--- src/rtl/xlt_ctl_pkg.sv ---
package xlt_ctl_pkg;
  localparam int unsigned WIDX_BASE   = 0;
  localparam int unsigned WIDX_STATUS = 1;
  localparam int unsigned WIDX_CMD    = 2;
  localparam int unsigned WIDX_FADDR  = 3;
  localparam int unsigned WIDX_INVAL  = 4;
  localparam int unsigned WIDX_RAW    = 5;
  localparam int unsigned WIDX_ACK    = 6;
  localparam int unsigned WIDX_MASK   = 7;
  localparam int unsigned WIDX_MSTAT  = 8;
  localparam int unsigned WIDX_GATE   = 9;

  localparam logic [31:0] CMD_PG_ON  = 32'd0;
  localparam logic [31:0] CMD_PG_OFF = 32'd1;
  localparam logic [31:0] CMD_ST_ON  = 32'd2;
  localparam logic [31:0] CMD_ST_OFF = 32'd3;
  localparam logic [31:0] CMD_FLUSH  = 32'd4;
  localparam logic [31:0] CMD_DONE   = 32'd5;
  localparam logic [31:0] CMD_FORCE  = 32'd6;

  localparam int unsigned ST_PAGING  = 0;
  localparam int unsigned ST_FAULT   = 1;
  localparam int unsigned ST_STALL   = 2;
  localparam int unsigned ST_IDLE    = 3;
  localparam int unsigned ST_REPLAY  = 4;
  localparam int unsigned ST_FWRITE  = 5;
  localparam int unsigned ST_NSTALL  = 31;

  localparam int unsigned IRQ_FAULT  = 0;
  localparam int unsigned IRQ_BUSERR = 1;
  localparam int unsigned IRQ_N      = 2;

  typedef struct packed {
    logic base;
    logic cmd;
    logic inval;
    logic ack;
    logic mask;
    logic gate;
  } wr_sel_t;

  typedef struct packed {
    logic pg_on;
    logic pg_off;
    logic st_on;
    logic st_off;
    logic flush;
    logic done;
    logic force_clr;
  } cmd_dec_t;
endpackage

--- src/rtl/xlt_mode_fsm.sv ---
module xlt_mode_fsm #(
  parameter int unsigned LAT = 3
) (
  input  logic clk,
  input  logic rst_n,
  input  logic clear,
  input  logic req_valid,
  input  logic req_on,
  output logic state_on,
  output logic busy
);
  localparam int unsigned CNT_W = (LAT < 2) ? 1 : $clog2(LAT);
  localparam logic [CNT_W-1:0] CNT_LOAD = CNT_W'(LAT - 1);

  logic             on_q;
  logic             pend_q;
  logic             tgt_q;
  logic [CNT_W-1:0] cnt_q;

  always_ff @(posedge clk or negedge rst_n) begin
    if (!rst_n) begin
      on_q   <= 1'b0;
      pend_q <= 1'b0;
      tgt_q  <= 1'b0;
      cnt_q  <= '0;
    end else if (clear) begin
      on_q   <= 1'b0;
      pend_q <= 1'b0;
      tgt_q  <= 1'b0;
      cnt_q  <= '0;
    end else if (req_valid) begin
      pend_q <= 1'b1;
      tgt_q  <= req_on;
      cnt_q  <= CNT_LOAD;
    end else if (pend_q) begin
      if (cnt_q == '0) begin
        on_q   <= tgt_q;
        pend_q <= 1'b0;
      end else begin
        cnt_q <= cnt_q - 1'b1;
      end
    end
  end

  assign state_on = on_q;
  assign busy     = pend_q;

  // a pending request lands on its target when the countdown ends
  p_settle_r2: assert property (@(posedge clk) disable iff (!rst_n)
    (pend_q && cnt_q == '0 && !clear && !req_valid) |=> (on_q == $past(tgt_q)));

  // no state change without a finished countdown
  p_hold_r2: assert property (@(posedge clk) disable iff (!rst_n)
    (!pend_q && !clear) |=> $stable(on_q));

  // clear drops everything
  p_clear_r10: assert property (@(posedge clk) disable iff (!rst_n)
    clear |=> (!on_q && !pend_q));
endmodule

--- src/rtl/xlt_irq_unit.sv ---
module xlt_irq_unit #(
  parameter int unsigned N = 2
) (
  input  logic         clk,
  input  logic         rst_n,
  input  logic         clear_all,
  input  logic [N-1:0] set_evt,
  input  logic         ack_we,
  input  logic [N-1:0] ack_bits,
  input  logic         mask_we,
  input  logic [N-1:0] mask_bits,
  output logic [N-1:0] raw,
  output logic [N-1:0] mask,
  output logic [N-1:0] masked,
  output logic         irq
);
  logic [N-1:0] raw_q;
  logic [N-1:0] mask_q;

  for (genvar i = 0; i < N; i++) begin : g_bit
    always_ff @(posedge clk or negedge rst_n) begin
      if (!rst_n)                      raw_q[i] <= 1'b0;
      else if (clear_all)              raw_q[i] <= 1'b0;
      else if (set_evt[i])             raw_q[i] <= 1'b1;
      else if (ack_we && ack_bits[i])  raw_q[i] <= 1'b0;
    end

    // acknowledge clears a bit unless an event arrives with it
    p_ack_r9: assert property (@(posedge clk) disable iff (!rst_n)
      (ack_we && ack_bits[i] && !set_evt[i] && !clear_all) |=> !raw_q[i]);

    // an event always records its bit
    p_set_r5: assert property (@(posedge clk) disable iff (!rst_n)
      (set_evt[i] && !clear_all) |=> raw_q[i]);
  end

  always_ff @(posedge clk or negedge rst_n) begin
    if (!rst_n)        mask_q <= '0;
    else if (clear_all) mask_q <= '0;
    else if (mask_we)  mask_q <= mask_bits;
  end

  assign raw    = raw_q;
  assign mask   = mask_q;
  assign masked = raw_q & mask_q;
  assign irq    = |masked;

  // interrupt follows the registered state one cycle after an unmasked event
  p_irq_follow_r8: assert property (@(posedge clk) disable iff (!rst_n)
    (|(set_evt & mask_q) && !clear_all && !mask_we) |=> irq);
endmodule

--- src/rtl/xlt_fault_cap.sv ---
module xlt_fault_cap #(
  parameter int unsigned AW = 32
) (
  input  logic          clk,
  input  logic          rst_n,
  input  logic          clear,
  input  logic          evt,
  input  logic [AW-1:0] evt_addr,
  input  logic          evt_write,
  input  logic          done,
  output logic          active,
  output logic          is_write,
  output logic [AW-1:0] addr
);
  logic          act_q;
  logic          wr_q;
  logic [AW-1:0] addr_q;

  always_ff @(posedge clk or negedge rst_n) begin
    if (!rst_n) begin
      act_q  <= 1'b0;
      wr_q   <= 1'b0;
      addr_q <= '0;
    end else if (clear) begin
      act_q  <= 1'b0;
      wr_q   <= 1'b0;
      addr_q <= '0;
    end else if (done) begin
      act_q <= 1'b0;
      wr_q  <= 1'b0;
    end else if (evt && !act_q) begin
      act_q  <= 1'b1;
      wr_q   <= evt_write;
      addr_q <= evt_addr;
    end
  end

  assign active   = act_q;
  assign is_write = wr_q;
  assign addr     = addr_q;

  // a captured fault keeps its address until released
  p_fault_hold_r5: assert property (@(posedge clk) disable iff (!rst_n)
    (act_q && !done && !clear) |=> ($stable(addr_q) && act_q));

  // fault done releases the capture
  p_fault_done_r6: assert property (@(posedge clk) disable iff (!rst_n)
    done |=> (!act_q && !wr_q));
endmodule

--- src/rtl/xlt_ctl_regs.sv ---
module xlt_ctl_regs
  import xlt_ctl_pkg::*;
#(
  parameter int unsigned ADDR_W   = 8,
  parameter int unsigned PAGE_LSB = 12,
  parameter int unsigned PG_LAT   = 3,
  parameter int unsigned ST_LAT   = 2,
  parameter int unsigned GATE_W   = 1
) (
  input  logic                  clk,
  input  logic                  rst_n,
  input  logic                  bus_wr,
  input  logic                  bus_rd,
  input  logic [ADDR_W-1:0]     bus_addr,
  input  logic [31:0]           bus_wdata,
  output logic [31:0]           bus_rdata,
  output logic                  bus_rvalid,
  input  logic                  walk_fault,
  input  logic [31:0]           walk_fault_addr,
  input  logic                  walk_fault_write,
  input  logic                  walk_bus_err,
  input  logic                  walk_idle,
  input  logic                  replay_empty,
  output logic                  paging_on,
  output logic                  stall_on,
  output logic                  irq,
  output logic                  flush_all,
  output logic                  fault_release,
  output logic                  inval_valid,
  output logic [31-PAGE_LSB:0]  inval_page
);
  localparam int unsigned WIDX_W = ADDR_W - 2;
  localparam int unsigned PN_W   = 32 - PAGE_LSB;

  logic [WIDX_W-1:0] widx;
  wr_sel_t           wsel;
  cmd_dec_t          cmd;

  assign widx = bus_addr[ADDR_W-1:2];

  // write decode
  always_comb begin
    wsel       = '0;
    wsel.base  = bus_wr && (widx == WIDX_W'(WIDX_BASE));
    wsel.cmd   = bus_wr && (widx == WIDX_W'(WIDX_CMD));
    wsel.inval = bus_wr && (widx == WIDX_W'(WIDX_INVAL));
    wsel.ack   = bus_wr && (widx == WIDX_W'(WIDX_ACK));
    wsel.mask  = bus_wr && (widx == WIDX_W'(WIDX_MASK));
    wsel.gate  = bus_wr && (widx == WIDX_W'(WIDX_GATE));
  end

  // command decode; values other than the seven codes do nothing
  always_comb begin
    cmd = '0;
    if (wsel.cmd) begin
      case (bus_wdata)
        CMD_PG_ON:  cmd.pg_on     = 1'b1;
        CMD_PG_OFF: cmd.pg_off    = 1'b1;
        CMD_ST_ON:  cmd.st_on     = 1'b1;
        CMD_ST_OFF: cmd.st_off    = 1'b1;
        CMD_FLUSH:  cmd.flush     = 1'b1;
        CMD_DONE:   cmd.done      = 1'b1;
        CMD_FORCE:  cmd.force_clr = 1'b1;
        default:    cmd = '0;
      endcase
    end
  end

  // mode machines
  logic pg_busy, st_busy;
  logic st_req;

  assign st_req = (cmd.st_on && paging_on) || cmd.st_off;

  xlt_mode_fsm #(.LAT(PG_LAT)) u_paging (
    .clk       (clk),
    .rst_n     (rst_n),
    .clear     (cmd.force_clr),
    .req_valid (cmd.pg_on || cmd.pg_off),
    .req_on    (cmd.pg_on),
    .state_on  (paging_on),
    .busy      (pg_busy)
  );

  xlt_mode_fsm #(.LAT(ST_LAT)) u_stall (
    .clk       (clk),
    .rst_n     (rst_n),
    .clear     (cmd.force_clr),
    .req_valid (st_req),
    .req_on    (cmd.st_on),
    .state_on  (stall_on),
    .busy      (st_busy)
  );

  // interrupts
  logic [IRQ_N-1:0] irq_set, irq_raw, irq_mask, irq_masked;

  always_comb begin
    irq_set             = '0;
    irq_set[IRQ_FAULT]  = walk_fault;
    irq_set[IRQ_BUSERR] = walk_bus_err;
  end

  xlt_irq_unit #(.N(IRQ_N)) u_irq (
    .clk       (clk),
    .rst_n     (rst_n),
    .clear_all (cmd.force_clr),
    .set_evt   (irq_set),
    .ack_we    (wsel.ack),
    .ack_bits  (bus_wdata[IRQ_N-1:0]),
    .mask_we   (wsel.mask),
    .mask_bits (bus_wdata[IRQ_N-1:0]),
    .raw       (irq_raw),
    .mask      (irq_mask),
    .masked    (irq_masked),
    .irq       (irq)
  );

  // fault capture
  logic        flt_active, flt_write;
  logic [31:0] flt_addr;

  xlt_fault_cap #(.AW(32)) u_fault (
    .clk       (clk),
    .rst_n     (rst_n),
    .clear     (cmd.force_clr),
    .evt       (walk_fault),
    .evt_addr  (walk_fault_addr),
    .evt_write (walk_fault_write),
    .done      (cmd.done),
    .active    (flt_active),
    .is_write  (flt_write),
    .addr      (flt_addr)
  );

  // plain storage registers
  logic [PN_W-1:0]   base_q;
  logic [GATE_W-1:0] gate_q;

  always_ff @(posedge clk or negedge rst_n) begin
    if (!rst_n) begin
      base_q <= '0;
      gate_q <= '0;
    end else if (cmd.force_clr) begin
      base_q <= '0;
      gate_q <= '0;
    end else begin
      if (wsel.base) base_q <= bus_wdata[31:PAGE_LSB];
      if (wsel.gate) gate_q <= bus_wdata[GATE_W-1:0];
    end
  end

  // outgoing pulses
  logic            flush_q, rel_q, inv_q;
  logic [PN_W-1:0] inv_pg_q;

  always_ff @(posedge clk or negedge rst_n) begin
    if (!rst_n) begin
      flush_q  <= 1'b0;
      rel_q    <= 1'b0;
      inv_q    <= 1'b0;
      inv_pg_q <= '0;
    end else begin
      flush_q <= cmd.flush;
      rel_q   <= cmd.done;
      inv_q   <= wsel.inval;
      if (wsel.inval) inv_pg_q <= bus_wdata[31:PAGE_LSB];
    end
  end

  assign flush_all     = flush_q;
  assign fault_release = rel_q;
  assign inval_valid   = inv_q;
  assign inval_page    = inv_pg_q;

  // status word
  logic [31:0] status_w;

  always_comb begin
    status_w             = '0;
    status_w[ST_PAGING]  = paging_on;
    status_w[ST_FAULT]   = flt_active;
    status_w[ST_STALL]   = stall_on;
    status_w[ST_IDLE]    = walk_idle;
    status_w[ST_REPLAY]  = replay_empty;
    status_w[ST_FWRITE]  = flt_write;
    status_w[ST_NSTALL]  = !stall_on;
  end

  // read path
  logic [31:0] rd_mux;
  logic [31:0] rdata_q;
  logic        rvalid_q;

  always_comb begin
    rd_mux = '0;
    case (widx)
      WIDX_W'(WIDX_BASE):   rd_mux = {base_q, {PAGE_LSB{1'b0}}};
      WIDX_W'(WIDX_STATUS): rd_mux = status_w;
      WIDX_W'(WIDX_FADDR):  rd_mux = flt_addr;
      WIDX_W'(WIDX_RAW):    rd_mux = 32'(irq_raw);
      WIDX_W'(WIDX_MASK):   rd_mux = 32'(irq_mask);
      WIDX_W'(WIDX_MSTAT):  rd_mux = 32'(irq_masked);
      WIDX_W'(WIDX_GATE):   rd_mux = 32'(gate_q);
      default:              rd_mux = '0;
    endcase
  end

  always_ff @(posedge clk or negedge rst_n) begin
    if (!rst_n) begin
      rdata_q  <= '0;
      rvalid_q <= 1'b0;
    end else begin
      rvalid_q <= bus_rd;
      if (bus_rd) rdata_q <= rd_mux;
    end
  end

  assign bus_rdata  = rdata_q;
  assign bus_rvalid = rvalid_q;

  // a stall request written while paging is off starts nothing
  p_stall_gate_r3: assert property (@(posedge clk) disable iff (!rst_n)
    (cmd.st_on && !paging_on && !st_busy) |=> !st_busy);

  // force reset empties the base and both modes
  p_force_base_r10: assert property (@(posedge clk) disable iff (!rst_n)
    cmd.force_clr |=> (base_q == '0 && !paging_on && !stall_on && !pg_busy));

  // every read strobe is answered on the next cycle
  p_rvalid_r12: assert property (@(posedge clk) disable iff (!rst_n)
    bus_rd |=> bus_rvalid);

  // flush is a single-cycle pulse
  p_flush_once_r7: assert property (@(posedge clk) disable iff (!rst_n)
    (flush_all && !cmd.flush) |=> !flush_all);
endmodule

--- config.mk ---
export PLATFORM = sky130hd
export DESIGN_NAME = xlt_ctl_regs
export DESIGN_NICKNAME = d
export VERILOG_FILES = /design/src/rtl/xlt_ctl_pkg.sv /design/src/rtl/xlt_mode_fsm.sv /design/src/rtl/xlt_irq_unit.sv /design/src/rtl/xlt_fault_cap.sv /design/src/rtl/xlt_ctl_regs.sv
export SDC_FILE = /design/constraint.sdc
export NUM_CORES = 1
export LEC_CHECK = 0
export BUFFER_PORTS_ARGS = -buffer_cell sky130_fd_sc_hd__buf_4
export CORE_UTILIZATION = 55
export DETAILED_ROUTE_END_ITERATION = 8
export PLACE_DENSITY = 0.83
export SLEW_MARGIN = 10
export SYNTH_ARGS = -nofsm -noshare
export SYNTH_HDL_FRONTEND = slang
export SYNTH_SLANG_ARGS = --single-unit
--- constraint.sdc ---
create_clock -name clk -period 2.7 [get_ports clk]
set_clock_uncertainty 0.2 [all_clocks]
set_input_delay 0 -clock clk [delete_from_list [all_inputs] [get_ports clk]]
set_output_delay 0 -clock clk [all_outputs]
set_load 0.01 [all_outputs]
==> flow_metrics.env <==
export IMPL_fin_setup_tns_ns=0
export IMPL_synth_cells=483
export IMPL_clk_insertion_delay_late_ns=0.52
export IMPL_drt_iter0_drc=615
export IMPL_finalInstanceArea_sq_um=8100
export IMPL_crit_slowest_cell="dlygate4sd3_1"
export IMPL_final_cell_mix="144 x buf_4, 124 x dfrtp_1, 91 x dlygate4sd3_1"
export IMPL_worst_pin_slew_ns=0.847
export IMPL_hold_ws_ns=-0.0468
export IMPL_slew_violations=0
export IMPL_fp_row_count=35
export IMPL_finalNetCount=796
export IMPL_routed_wl_um=20900
export IMPL_yosys_warnings=0
export IMPL_synth_area_sq_um=5350
export IMPL_violations="negative hold slack"
export IMPL_yosysUniqueCellTypes=45
export IMPL_avgSynthCellArea_sq_um=11.1
export IMPL_relSlewSlack=0.435
export IMPL_cts_htree_levels=4
export IMPL_post_route_drc_count=0
export IMPL_yosysSeqAreaShare=0.580
export IMPL_synth_edf_count=0
export IMPL_power_leakage_uw=0.00416
export IMPL_wl_per_cell_um=24.4
export IMPL_period_share=0.986
export IMPL_path_cells="dlygate4sd3_1 -> buf_4 -> nor4_2 -> and4_2 -> nand4_1 -> buf_4 -> nand3_1 -> o21ai_0 -> dlygate4sd3_1"
export IMPL_critPathKind="primary input to flip-flop"
export IMPL_cts_path_max_buffers=2
export IMPL_clk_pin_slew_ns=0.06
export IMPL_post_cts_buffers=0
export IMPL_arrival_ns=2.85
export IMPL_grt_ovfl_total=0
export IMPL_critPathMaxStageDelay_ns=0.62
export IMPL_antenna_found_initial=2
export IMPL_drive_above_1_share=0.294
export IMPL_synthesis_nets=565
export IMPL_finalPower_uw=5130
export IMPL_numCtsBuffers=17
export IMPL_power_density_nw_per_um2=633
export IMPL_cts_sinks=124
export IMPL_end_kind="flip-flop"
export IMPL_final_common_cell="buf_4"
export IMPL_hold_viol=1
export IMPL_required_ns=2.89
export IMPL_hp_class="primary input to flip-flop"
export IMPL_port_buffers=137
export IMPL_synthArstFlopShare=1.00
export IMPL_ant_nets=0
export IMPL_drv_cap=0
export IMPL_place_congestion=0.873
export IMPL_grt_max_degree=53
export IMPL_grt_pass1_vias=5577
export IMPL_fp_dieArea_sq_um=10100
export IMPL_first_pass_iters=6
export IMPL_status="complete, but fails checks"
export IMPL_coreArea_sq_um=9330
export IMPL_start_kind="primary input"
export IMPL_start_util=0.573
export IMPL_die_x_um=101
export IMPL_ir_drop_mv=0.560
export IMPL_vias_per_cell=6.30
export IMPL_period_needed_ns=2.66
export IMPL_grt_pass1_wl_um=30700
export IMPL_syn2layout_area_growth_pct=51.5
export IMPL_finalSetupViolations=0
export IMPL_cts_tree="yes"
export IMPL_cts_root_buf="clkbuf_8"
export IMPL_yosysTopAreaCellShare=0.580
export IMPL_dp_hpwl_um=9020
export IMPL_die_y_um=101
export IMPL_critical_path_max_fanout=36
export IMPL_synth_seq_cells=124
export IMPL_synth_top_cell_by_area="dfrtp_1"
export IMPL_ys_top_cells_by_area="dfrtp_1 58%, mux2i_1 7.9%, mux2_2 4.2%, nand2_1 3.8%, a22oi_1 3.5%"
export IMPL_vias=5412
export IMPL_synthFlopType="dfrtp_1"
export IMPL_placed_area_sq_um=6480
export IMPL_fmax_ghz=0.376
export IMPL_io_pins=140
export IMPL_grt_total_usage=0.418
[sequential cells by signal (all words and copies together), names as in the netlist, 2 cells and up]
signal,count
bus_rdata,32
u_irq.mask,2
u_irq.raw,2
u_fault.addr,32
inval_page,20
base_q,20
u_paging.cnt_q,2
[path summary, 6_finish.rpt]
kind | start | endpoint | slack, ns | cells after the start
setup reg to reg | u_paging.state_on | bus_rdata[0] | 0.54 | 4
max in group asynchronous | rst_n | u_fault.addr[14] | 1.61 | 4
min in group asynchronous | rst_n | bus_rdata[2] | 0.42 | 4
hold / removal | bus_wdata[7] | u_stall.cnt_q | -0.05 | 5
setup / recovery | bus_wdata[12] | u_stall.tgt_q | 0.04 | 9
hold reg to reg | u_stall.busy | u_stall.cnt_q | 0.29 | 1
[worst max-delay path, delay by kind of cell]
family          cells  cell delay, ns
buf+inv             4            1.61
simple gates        4            1.10
compound gates      1            0.12
[synthesized netlist by cell type (2+ instances only)]
cell	count
a21oi_1	6
a22o_1	16
a22oi_1	25
and4_1	3
buf_1	2
buf_2	4
buf_6	3
clkbuf_1	18
dfrtp_1	124
inv_1	38
mux2_2	20
mux2i_1	42
nand2_1	54
nand2b_1	2
nand3_1	4
nand4_1	7
nand4b_1	2
nor2_1	34
nor2b_1	3
nor3_1	5
nor4_1	9
o21ai_0	37
o22ai_1	3
[stage by stage]
| step | worst slack, ns | utilization | cells | hold WS [ns] |
|---|---|---|---|---|
| floorplan | 0.730 | - | 483 | -0.496 |
| global placement | 0.505 | 0.695 | 730 | -0.121 |
| detailed placement | 0.439 | 0.695 | 730 | -0.114 |
| CTS | 0.0492 | 0.862 | 854 | 0.00692 |
| global route | -0.139 | 0.868 | 857 | 0.0194 |
| finish | 0.0383 | 0.868 | 859 | -0.0468 |
[final cells by class]
cell class / count / area (sq um)
clock buffer: 19 / 442
sequential: 124 / 3100
fill: 380 / 1230
inverter: 38 / 143
multi-input combinational: 293 / 1990
clock inverter: 13 / 165
timing repair buffer: 240 / 2080
antenna: 3 / 7.51
tap: 129 / 161
[power by group]
part	total, uW	internal (uW)	switching, uW
clock network	2390	1460	930
registers	2120	2010	112
logic	614	322	292
[repair_timing]
action,CTS,global route
hold buffers,92,2
gates resized for setup,0,8
endpoints found under the setup margin,0,7
hold endpoints to repair,248,1
[routing by layer]
metal / wire (um) / track usage / vias to the layer above
met4: 1870 / 0.287 / 0
met2: 9880 / 0.667 / 512
met3: 2200 / 0.166 / 180
li1: - / - / 2157
met5: 0 / 0 / -
met1: 6970 / 0.461 / 2563
[logic make-up (layout without fill, tap and decap cells)]
family | count (synthesis) | after routing | synth area share
buf+inv | 66 | 310 | 0.0522
other cells | 0 | 3 | 0
compound gates | 92 | 92 | 0.113
flops | 124 | 124 | 0.580
xor+xnor | 2 | 2 | 0.00328
fa+ha+maj | 1 | 1 | 0.00234
mux | 63 | 63 | 0.125
simple gates | 135 | 135 | 0.124
(Power assumes the default switching activity.)
